$ cat config.mk
export PLATFORM = sky130hd
export DESIGN_NAME = irq_ctrl
export DESIGN_NICKNAME = d
export VERILOG_FILES = /design/src/rtl/irqc_pkg.sv /design/src/rtl/irqc_edge_capture.sv /design/src/rtl/irqc_pending.sv /design/src/rtl/irqc_resolver.sv /design/src/rtl/irqc_in_service.sv /design/src/rtl/irq_ctrl.sv
export SDC_FILE = /design/constraint.sdc
export NUM_CORES = 1
export LEC_CHECK = 0
export CAP_MARGIN = 10
export CORE_ASPECT_RATIO = 0.75
export CORE_MARGIN = 4
export CORE_UTILIZATION = 32
export DETAILED_ROUTE_END_ITERATION = 8
export PLACE_DENSITY = 0.63
export SLEW_MARGIN = 30
export SYNTH_ARGS = -nofsm -noshare
export SYNTH_HDL_FRONTEND = slang
export SYNTH_SLANG_ARGS = --single-unit
$ cat constraint.sdc
create_clock -name clk -period 2.4 [get_ports clk]
set_input_delay 0.72 -clock clk [delete_from_list [all_inputs] [get_ports clk]]
set_output_delay 0.72 -clock clk [all_outputs]
set_load 0.01 [all_outputs]
$ cat src/rtl/irqc_pkg.sv
package irqc_pkg;
  localparam int unsigned LINES  = 8;
  localparam int unsigned VEC_W  = 8;

  typedef enum logic [1:0] {
    SEL_MASK = 2'd0,
    SEL_BASE = 2'd1,
    SEL_EOI  = 2'd2,
    SEL_NONE = 2'd3
  } cfg_sel_e;
endpackage

$ cat src/rtl/irqc_edge_capture.sv
module irqc_edge_capture #(
  parameter int unsigned N = 8
) (
  input  logic         clk,
  input  logic         rst_n,
  input  logic [N-1:0] line_i,
  output logic [N-1:0] rise_o
);
  logic [N-1:0] prev_q;

  for (genvar g = 0; g < N; g++) begin : g_line
    // The delayed copy resets high, so a line already high at reset
    // release does not count as an edge.
    always_ff @(posedge clk or negedge rst_n) begin
      if (!rst_n) prev_q[g] <= 1'b1;
      else        prev_q[g] <= line_i[g];
    end
    assign rise_o[g] = line_i[g] & ~prev_q[g];
  end
endmodule

$ cat src/rtl/irqc_pending.sv
module irqc_pending #(
  parameter int unsigned N = 8
) (
  input  logic         clk,
  input  logic         rst_n,
  input  logic [N-1:0] line_i,
  input  logic [N-1:0] rise_i,
  input  logic [N-1:0] take_i,
  output logic [N-1:0] irr_o
);
  logic [N-1:0] irr_q;

  // Set on a rising edge, held while the line stays high, dropped on
  // withdrawal or when taken into service.
  function automatic logic [N-1:0] next_pending(
    input logic [N-1:0] cur, input logic [N-1:0] rise,
    input logic [N-1:0] lvl, input logic [N-1:0] take);
    return ((cur | rise) & lvl) & ~take;
  endfunction

  always_ff @(posedge clk or negedge rst_n) begin
    if (!rst_n) irr_q <= '0;
    else        irr_q <= next_pending(irr_q, rise_i, line_i, take_i);
  end

  assign irr_o = irr_q;

  // a pending bit appears only after an edge was seen
  p_set_needs_edge_r1: assert property (@(posedge clk) disable iff (!rst_n)
    ((irr_q & ~$past(irr_q) & ~$past(rise_i)) == '0));
  // a pending bit never outlives a low sample of its line
  p_withdraw_r2: assert property (@(posedge clk) disable iff (!rst_n)
    ((irr_q & ~$past(line_i)) == '0));
  // a taken line is not pending right after
  p_taken_clear_r3: assert property (@(posedge clk) disable iff (!rst_n)
    ((irr_q & $past(take_i)) == '0));
endmodule

$ cat src/rtl/irqc_resolver.sv
module irqc_resolver #(
  parameter int unsigned N  = 8,
  parameter int unsigned IW = $clog2(N)
) (
  input  logic          clk,
  input  logic          rst_n,
  input  logic [N-1:0]  irr_i,
  input  logic [N-1:0]  imr_i,
  input  logic [N-1:0]  isr_i,
  output logic [N-1:0]  cand_o,
  output logic [N-1:0]  grant_o,
  output logic [IW-1:0] grant_idx_o,
  output logic          grant_any_o
);
  // Lines strictly more urgent than the most urgent in-service line.
  function automatic logic [N-1:0] prio_window(input logic [N-1:0] isr);
    logic [N-1:0] win;
    logic seen;
    seen = 1'b0;
    for (int i = 0; i < N; i++) begin
      seen   = seen | isr[i];
      win[i] = ~seen;
    end
    return win;
  endfunction

  function automatic logic [N-1:0] lowest_onehot(input logic [N-1:0] v);
    return v & (~v + 1'b1);
  endfunction

  function automatic logic [IW-1:0] onehot_index(input logic [N-1:0] oh);
    logic [IW-1:0] idx;
    idx = '0;
    for (int i = 0; i < N; i++)
      if (oh[i]) idx = IW'(i);
    return idx;
  endfunction

  always_comb begin
    cand_o      = irr_i & ~imr_i & prio_window(isr_i);
    grant_o     = lowest_onehot(cand_o);
    grant_idx_o = onehot_index(grant_o);
    grant_any_o = |cand_o;
  end

  // the grant is a single line that is pending and not masked
  p_grant_onehot_r4: assert property (@(posedge clk) disable iff (!rst_n)
    $onehot0(grant_o) && ((grant_o & ~irr_i) == '0) && ((grant_o & imr_i) == '0));
endmodule

$ cat src/rtl/irqc_in_service.sv
module irqc_in_service #(
  parameter int unsigned N = 8
) (
  input  logic         clk,
  input  logic         rst_n,
  input  logic [N-1:0] set_i,
  input  logic         eoi_i,
  output logic [N-1:0] isr_o
);
  logic [N-1:0] isr_q;
  logic [N-1:0] eoi_clr;

  function automatic logic [N-1:0] top_bit(input logic [N-1:0] v);
    return v & (~v + 1'b1);
  endfunction

  assign eoi_clr = eoi_i ? top_bit(isr_q) : '0;

  always_ff @(posedge clk or negedge rst_n) begin
    if (!rst_n) isr_q <= '0;
    else        isr_q <= (isr_q & ~eoi_clr) | set_i;
  end

  assign isr_o = isr_q;

  // end-of-interrupt alone removes exactly one in-service bit
  p_eoi_one_bit_r8: assert property (@(posedge clk) disable iff (!rst_n)
    (eoi_i && (set_i == '0) && (isr_q != '0)) |=>
      ($countones(isr_q) == $countones($past(isr_q)) - 1));
  // a granted line is in service on the next cycle
  p_set_lands_r5: assert property (@(posedge clk) disable iff (!rst_n)
    (set_i != '0) |=> ((isr_q & $past(set_i)) == $past(set_i)));
endmodule

$ cat src/rtl/irq_ctrl.sv
module irq_ctrl
  import irqc_pkg::*;
#(
  parameter int unsigned N      = LINES,
  parameter int unsigned VW     = VEC_W,
  localparam int unsigned IW    = $clog2(N),
  localparam int unsigned BW    = VW - IW
) (
  input  logic          clk,
  input  logic          rst_n,
  input  logic [N-1:0]  irq_lines_i,
  input  logic          cfg_we_i,
  input  logic [1:0]    cfg_sel_i,
  input  logic [N-1:0]  cfg_data_i,
  output logic          int_req_o,
  input  logic          int_ack_i,
  output logic          vec_valid_o,
  output logic [VW-1:0] vec_o
);
  localparam logic [IW-1:0] SPURIOUS_IDX = IW'(N - 1);

  logic [N-1:0]  rise, irr, isr, cand, grant, take;
  logic [N-1:0]  imr_q;
  logic [BW-1:0] base_q;
  logic [IW-1:0] grant_idx;
  logic          grant_any, eoi;
  cfg_sel_e      sel;

  assign sel  = cfg_sel_e'(cfg_sel_i);
  assign eoi  = cfg_we_i && (sel == SEL_EOI);
  assign take = int_ack_i ? grant : '0;

  irqc_edge_capture #(.N(N)) u_edge (
    .clk(clk), .rst_n(rst_n), .line_i(irq_lines_i), .rise_o(rise));

  irqc_pending #(.N(N)) u_pend (
    .clk(clk), .rst_n(rst_n), .line_i(irq_lines_i), .rise_i(rise),
    .take_i(take), .irr_o(irr));

  irqc_resolver #(.N(N), .IW(IW)) u_res (
    .clk(clk), .rst_n(rst_n), .irr_i(irr), .imr_i(imr_q), .isr_i(isr),
    .cand_o(cand), .grant_o(grant), .grant_idx_o(grant_idx),
    .grant_any_o(grant_any));

  irqc_in_service #(.N(N)) u_isr (
    .clk(clk), .rst_n(rst_n), .set_i(take), .eoi_i(eoi), .isr_o(isr));

  always_ff @(posedge clk or negedge rst_n) begin
    if (!rst_n) begin
      imr_q  <= '0;
      base_q <= '0;
    end else if (cfg_we_i) begin
      if (sel == SEL_MASK) imr_q  <= cfg_data_i;
      if (sel == SEL_BASE) base_q <= cfg_data_i[BW-1:0];
    end
  end

  always_ff @(posedge clk or negedge rst_n) begin
    if (!rst_n) begin
      vec_valid_o <= 1'b0;
      vec_o       <= '0;
    end else begin
      vec_valid_o <= int_ack_i;
      if (int_ack_i)
        vec_o <= {base_q, grant_any ? grant_idx : SPURIOUS_IDX};
    end
  end

  assign int_req_o = |cand;

  // an acknowledge with nothing eligible returns the lowest line's code
  p_spurious_vec_r6: assert property (@(posedge clk) disable iff (!rst_n)
    (int_ack_i && !grant_any) |=> (vec_valid_o && (vec_o[IW-1:0] == SPURIOUS_IDX)));
  // the vector is valid exactly one cycle after each acknowledge
  p_vec_follows_ack_r5: assert property (@(posedge clk) disable iff (!rst_n)
    vec_valid_o |-> $past(int_ack_i));
  // an in-service line never requests again while still in service
  p_no_self_req_r4: assert property (@(posedge clk) disable iff (!rst_n)
    ((cand & isr) == '0));
endmodule

# After elaboration in Yosys (flattened, before gate mapping)
# Cells that the tools add are included.
[word_totals]
output_inout_bits = 10
mem_count = 0
romBits = 0
register_bits = 46
input_bits = 22
latch_bits = 0
mem_bits_rw = 0
[classes]
n_mux = 10
mul = 0
eq_ne = 2
n_div = 0
bitwise = 45
n_shift = 0
reduce_logical = 5
add_sub_neg = 2
n_lt_le_gt_ge = 0
[ops]
columns = ["op", "n"]
rows = [
  ["AND 8 bit", 7],
  ["inverter 8 bit", 5],
  ["2-to-1 mux 3 bit", 7],
  ["adder 8 x 1 -> 8 bit (second input constant)", 2],
  ["2-to-1 mux 8 bit", 2],
  ["inverter 1 bit", 16],
  ["bitwise OR 8 bit", 2],
  ["AND 1 bit", 8],
  ["OR reduction 8 bit", 1],
  ["bitwise OR 1 bit", 7],
  ["AND reduction 2 bit", 2],
  ["equality test 2 x 1 -> 1 bit (second input constant)", 1],
  ["equality test 2 bit (second input constant)", 1],
  ["logical NOT 2 bit", 1],
  ["logical AND 1 bit", 1],
  ["2-to-1 mux 1 bit", 1],
]

# Longest topological paths before layout
# Gate-level depths: netlist of run 1.
[logic_depth]
depth_word = 20
ltp_mapped = 5

# By module
# From an unflattened synthesis of run 1, not the netlist that was laid out.
[unflattened]
hier_cells = 173
hier_area_um2 = 2193.4
[modules_own_cells]
columns = ["module", "cells_each", "n_inst", "area_per_inst_um2"]
rows = [
  ["irq_ctrl", 62, 1, 899.6],
  ["irqc_in_service", 27, 1, 330.3],
  ["irqc_pending", 24, 1, 330.3],
  ["irqc_edge_capture", 16, 1, 320.3],
  ["irqc_resolver", 44, 1, 312.8],
]

# Worst setup path after synthesis of run 1
# Ideal clock, no wire load.
[synth_path]
path_kind = "reg-to-output"
from = "reg u_isr.isr_q[2], in the netlist u_isr.isr_o[2]"
to = "out int_req_o"
path_slack_ps = 92
n_path_buf = 0
path_stages_with_launch = 5
t_arrival_ps = 1588
t_required_ps = 1680
path_cell_list = "dfrtp_1 or3_4 or4_4 nand3_1 o21bai_1"
[synth_between]
elab_chain_cells = 9
[synth_rtl]
columns = ["element", "line_no", "text"]
rows = [
  ["start, declared", "irqc_in_service.sv:10", "logic [N-1:0] isr_q;"],
  ["start signal, assigned", "irqc_in_service.sv:21", "else isr_q <= (isr_q & ~eoi_clr) | set_i;"],
  ["bitwise OR 1 bit (*)", "irqc_resolver.sv:21", "seen = seen | isr[i];"],
  ["bitwise OR 1 bit (5 in a row)", "irqc_resolver.sv:21", ""],
  ["inverter 1 bit", "irqc_resolver.sv:22", "win[i] = ~seen;"],
  ["AND 8 bit (*)", "irqc_resolver.sv:40", "cand_o = irr_i & ~imr_i & prio_window(isr_i);"],
  ["OR reduction 8 bit (*)", "irq_ctrl.sv:69", "assign int_req_o = |cand;"],
  ["end, declared", "irq_ctrl.sv:15", "output logic int_req_o,"],
]
# Mark *: on every way between the ends. The rest lies on a longest branch, timed or not.

# Final worst setup path of run 1
[layout_path]
from = "reg u_isr.isr_q[4], in the netlist u_isr.isr_o[4]"
to = "out int_req_o"
[layout_between]
elab_chain_cells = 7
[layout_rtl]
columns = ["element", "line_no"]
rows = [
  ["bitwise OR 1 bit (*)", "irqc_resolver.sv:21"],
  ["bitwise OR 1 bit (3 in a row)", "irqc_resolver.sv:21"],
  ["inverter 1 bit", "irqc_resolver.sv:22"],
  ["AND 8 bit (*)", "irqc_resolver.sv:40"],
  ["OR reduction 8 bit (*)", "irq_ctrl.sv:69"],
]
# Marked as above.

==> metrics.cfg, run 1 <==
[drt]
drtIter0Drc=48
wl_per_cell_microns=13.91
viasPerCell=4.643
wl_microns=4173
ant_nets=0
dr.pass1.iters=4
dr_total_vias=1393
drc=0

[job]
maxCapViolations=0

[sta]
rsz0062_at_grt=yes
layout_min_cycle_time_ps=2557
fmax_mhz=391.1
hold_ws_ps=285.2
worst_slack_ps=-157.2
slew_violations=0
hold_viol_final=0
setup_viol=1
finClkSkew_ps=14.52
relSlewSlack_pct=62.25
min_period_over_period_pct=106.5
tightest_slew_ps=561.1

[final_layout]
instances_no_fill=300
antenna_cells=0
syn_to_final_growth_pct=38.82
utilization_pct=46.16
nets=243
fin_area_sq_mm=0.002689
drive_gt1_share_pct=30.18

[clock_network]
clkSinkCount=46
cts_max_level=2
cts_buffer_depth=2
cts_buffers=5
insertion_delay_ps=310
clkTransAtPathRegs_ps=90
cts_root_buf=clkbuf_8
cts_tree=done

[global_route]
grt_pass1_vias=1450
grt_first_pass_wirelength_microns=7079
track_usage_pct=12.45
grt_max_degree=18
gr-total-overflow=0
antenna_found_initial=0

[logic_synthesis]
synth_fp_nets=174
syn_avg_cell_area_sq_um=12.74
synth_common_cells=dfrtp_1 (38), mux2_2 (10), inv_1 (9)
synthCells=152
synth_most_common_cell=dfrtp_1
synth.cell_area_sq_mm=0.001937
synth_area_leaders=dfrtp_1 (49%), dfstp_2 (11%), mux2_2 (5.8%), mux2_1 (4.7%), nand2b_1 (1.9%)
synth_seq_cells=46
yosysTopAreaCell=dfrtp_1
ys_seq_area_share_pct=59.95
synth_top_area_share_pct=49.10
synthFlopType=dfrtp_1
synth_edf_count=0
ys.warnings.count=0
netlist-cell-type-count=45
async_flop_share_pct=100.0

[floorplanning]
die_h_microns=75.38
die-area_sq_mm=0.007374
start_util_pct=33.25
die_w_microns=97.84
ios=32
num_rows=24
core_region_area_sq_mm=0.005826

[pwr]
p_total_uw=2388
p_leak_uw=0.001196
p_per_area_mw_per_mm2=888.0
ir_worst_vdd_uv=492.2

[critical_path]
rr_worst_depth=7
cp-end-kind=primary output
required_ps=1680
critPathKind=reg -> out
start_kind=flip-flop
crit_path_max_fanout=2
worstPathArrival_ps=1840

[outcome]
status=complete, but fails checks
violations=negative setup slack

[placed_design]
dp_hpwl_microns=3369
portBuffers=31
placed_area_sq_mm=0.002571
dp_cells=291
gp_congestion=0.8485

[min_path]
hold_class=in -> async

[path summary, 6_finish.rpt]
path	from	to	slack, ps
worst max-delay path	u_isr.isr_o[4]$_DFF_PN0_	int_req_o	-160
worst min-delay path	rst_n	vec_o[6]$_DFFE_PN0P_	290
worst max register to register	u_isr.isr_o[4]$_DFF_PN0_	u_pend.irr_o[6]$_DFF_PN0_	500
worst min register to register	imr_q[4]$_DFFE_PN0P_	imr_q[4]$_DFFE_PN0P_	490
max in group asynchronous	rst_n	u_edge.prev_q[7]$_DFF_PN1_	1510
min in group clk	imr_q[4]$_DFFE_PN0P_	imr_q[4]$_DFFE_PN0P_	490
[cell usage in the layout (no fill, tap or decap), drive strengths merged, types with 2 or more instances in the layout]
master         count
dfrtp             38
buf               35
clkdlybuf4s50     29
mux2              18
o21ai             13
inv                9
dfstp              8
nand2              7
nand2b             6
clkbuf             6
nor2               5
nand3              5
nand3b             3
o31ai              3
o221a              3
and3               3
nor4b              3
nor3               2
a21oi              2
or3                2
nor3b              2
[kinds of logic (layout without fill, tap and decap cells)]
family | Yosys count | after routing | share of synthesized area, %
simple gates | 46 | 46 | 16.02
compound gates | 31 | 31 | 11.37
flops | 46 | 46 | 59.95
mux | 18 | 18 | 10.47
buf+inv | 11 | 81 | 2.196
[area by class of cell]
class	count	area, sq um
Clock inverter	2	37.54
Inverter	9	33.78
Sequential cell	46	1161
Timing Repair Buffer	64	548.0
Tap cell	78	97.59
Multi-Input combinational cell	95	738.2
Clock buffer	6	72.57
Fill cell	556	3137
[timing repair]
action,4_1_cts,5_1_grt
buffers inserted,0,1
pin swaps,3,0
resized for setup,5,0
endpoints found under the setup margin,1,1
hold buffers,0,0
gates cloned,0,0
[report_power, final]
group	switching, uW	internal (uW)
Sequential	93.0	931
Clock	258	311
Combinational	338	458
Total	689	1700
[sequential cells by signal (all words and copies together), names as in the netlist]
name           cells
vec_valid_o        1
base_q             5
vec_o              8
u_pend.irr_o       8
imr_q              8
u_isr.isr_o        8
u_edge.prev_q      8
[routing by layer]
layer / part of all wire [%] / global-route usage (%)
met5: 0 / 0
met4: 1.3 / 3.687
met3: 5.2 / 4.483
met2: 41 / 18.33
met1: 52 / 17.42
[critical path: stages, from the launching register on]
cell and delay, ps:
dfrtp_1 380, or3_4 400, or4_4 430, nand3_2 80, o21bai_1 100, buf_2 150
[stage by stage]
step | worst slack (ps) | TNS (ps)
detailed placement | -360.8 | -360.8
global route | -234.3 | -234.3
CTS | -180.7 | -180.7
global placement | -351.1 | -351.1
finish | -157.2 | -157.2
floorplan | 92.26 | 0
Note: power is estimated with default switching activity, not from simulation.
==> run 2: changes to the inputs <==
--- a/config.mk
+++ b/config.mk
@@ -8,9 +8,10 @@
 export CAP_MARGIN = 10
 export CORE_ASPECT_RATIO = 0.75
 export CORE_MARGIN = 4
-export CORE_UTILIZATION = 32
+export CORE_UTILIZATION = 52
 export DETAILED_ROUTE_END_ITERATION = 8
-export PLACE_DENSITY = 0.63
+export GPL_TIMING_DRIVEN = 0
+export PLACE_DENSITY = 0.88
 export SLEW_MARGIN = 30
 export SYNTH_ARGS = -nofsm -noshare
 export SYNTH_HDL_FRONTEND = slang
==> metrics.cfg, run 2 (synthesized netlist as in run 1, its figures left out) <==
[clock_network]
cts_tree=done
cts_buffer_depth=2  ; unchanged
cts_hold_buf=0  ; unchanged
insertion_delay_ps=290  ; -20 ps
clkTransAtPathRegs_ps=80  ; about the same
cts_buffers=5  ; unchanged
clkSinkCount=46  ; unchanged
cts_root_buf=clkbuf_8
cts_max_level=2  ; unchanged

[pwr]
clockPowerShare_pct=24.5  ; +0.7 points
ir_worst_vdd_uv=603.0  ; +23%
intPower_uw=1593  ; -6.2%
p_per_area_mw_per_mm2=912.3  ; +2.7%
netSwitchingPower_uw=701.6  ; +1.9%
power.share.switching_pct=30.58  ; +1.7 points
p_seq_share_pct=45.9  ; +3.0 points
pwr-share-comb_pct=29.5  ; -3.8 points
p_leak_uw=0.001088  ; -9.0%

[final_layout]
nets=219  ; -9.9%
utilization_pct=73.46  ; +27 points
syn_to_final_growth_pct=29.84
seq_area_sq_mm=0.001164  ; +0.22%
fin_area_sq_mm=0.002515  ; -6.5%
drive_gt1_share_pct=24.24  ; -5.9 points
final_common_cell=dfrtp_1
antenna_cells=0  ; unchanged
multi_input_comb_area_sq_um=770.7  ; +4.4%
final_cell_mix=dfrtp_1 (36), clkdlybuf4s50_1 (29), mux2_2 (10)
fillers=244  ; -56%

[drt]
drc=0  ; unchanged
ant_nets=0  ; unchanged
dr.pass1.iters=4  ; unchanged
dr_total_vias=1390  ; -0.22%
wl_per_cell_microns=17.49  ; +26%
wl_microns=4338  ; +4.0%
viasPerCell=5.605  ; +21%
drtIter0Drc=143  ; +200%

[sta]
relSlewSlack_pct=57.50  ; -4.7 points
hold_ws_ps=329.3  ; +44.07 ps
layout_min_cycle_time_ps=2577  ; +20.20 ps
hold_viol_final=0  ; unchanged
setup_viol=1  ; unchanged
tns_ps=-177.4  ; -20.20 ps
slew_violations=0  ; unchanged
min_period_over_period_pct=107.4  ; +0.84 points
fmax_mhz=388.0  ; -0.78%
worst_slack_ps=-177.4  ; -20.20 ps
finClkSkew_ps=3.556  ; -10.97 ps
rsz0062_at_grt=yes
tightest_slew_ps=637.5  ; +76.41 ps

[global_route]
grt_max_degree=32  ; +14
grt_pass1_vias=1469  ; +1.3%
track_usage_pct=20.55  ; +8.1 points
grt_first_pass_wirelength_microns=7327  ; +3.5%
antenna_found_initial=0  ; unchanged
gr-total-overflow=0  ; unchanged

[critical_path]
path_delay_family=simple AND/OR/NAND/NOR gates
worst_path_largest_cell_delay_ps=450  ; +20 ps
crit_chain=or3_4, or4_4, nand3_4, o21bai_1, buf_2
start_kind=flip-flop
critPathSlowestCell=or4_4
crit_buf_inv=1  ; unchanged
worstPathArrival_ps=1860  ; +20 ps
cp-end-kind=primary output
critPathKind=reg -> out
required_ps=1680  ; about the same
crit_path_max_fanout=2  ; unchanged

[placed_design]
gp_congestion=0.8916  ; +5.1%
dp_hpwl_microns=3108  ; -7.7%
portBuffers=31  ; unchanged
placed_area_sq_mm=0.002325  ; -9.6%

[min_path]
hold_class=in -> async

[floorplanning]
die-area_sq_mm=0.004775  ; -35%
die_h_microns=60.86  ; -19%
core_region_area_sq_mm=0.003423  ; -41%
num_rows=18  ; -25%
start_util_pct=56.58  ; +23 points
ios=32  ; unchanged
die_w_microns=78.47  ; -20%

[outcome]
violations=negative setup slack
status=complete, but fails checks

[job]
maxCapViolations=0  ; unchanged

## run 2: power groups by stage
stage	registers, uW	logic, uW	clock network, uW
final	1050	678	562
after global routing	1080	745	617
after CTS	1040	655	571
after detailed placement	1070	566	0
after global placement	1050	549	0
after floorplan	1050	326	0
## run 2: layout make-up
cell class / count / area share [%]
Buffer: 2 / 0.3483
Clock buffer: 6 / 2.886
Clock inverter: 2 / 1.493
Inverter: 9 / 1.343
Multi-Input combinational cell: 95 / 30.65
Sequential cell: 46 / 46.27
Tap cell: 50 / 2.488
Timing Repair Buffer: 38 / 14.53
## run 2: path summary, 6_finish.rpt
check / start / to / slack (ps) / cells after the start
min reg2reg: imr_q[6]$_DFFE_PN0P_ / imr_q[6]$_DFFE_PN0P_ / 500 / 1
max in group asynchronous: rst_n / u_edge.prev_q[6]$_DFF_PN1_ / 1520 / 2
min: rst_n / u_pend.irr_o[3]$_DFF_PN0_ / 330 / 1
min in group clk: imr_q[6]$_DFFE_PN0P_ / imr_q[6]$_DFFE_PN0P_ / 500 / 1
max: u_isr.isr_o[3]$_DFF_PN0_ / int_req_o / -180 / 5
max reg2reg: u_isr.isr_o[2]$_DFF_PN0_ / vec_o[0]$_DFFE_PN0P_ / 400 / 5
## run 2: routing by layer
metal	vias up	share of wire, %	global-route usage (%)
met5	-	0	0
met4	0	1.7	5.985
met3	11	8.6	6.083
met2	68	46	34.02
met1	667	43	26.90
li1	644	-	-
## run 2: what timing repair did
action | CTS | global route
pin swaps | 3 | 0
gates cloned | 0 | 0
resized for setup | 8 | 5
buffers inserted | 6 | 0
setup endpoints to repair | 1 | 1
## run 2: per-stage QoR
step	instances	setup WS (ps)	power [uW]
2_1_floorplan	152	92.26	1371
3_3_place_gp	233	-522.7	1604
3_5_place_dp	234	-531.4	1632
4_1_cts	248	-176.0	2266
5_1_grt	248	-244.7	2439
6_report	248	-177.4	2294
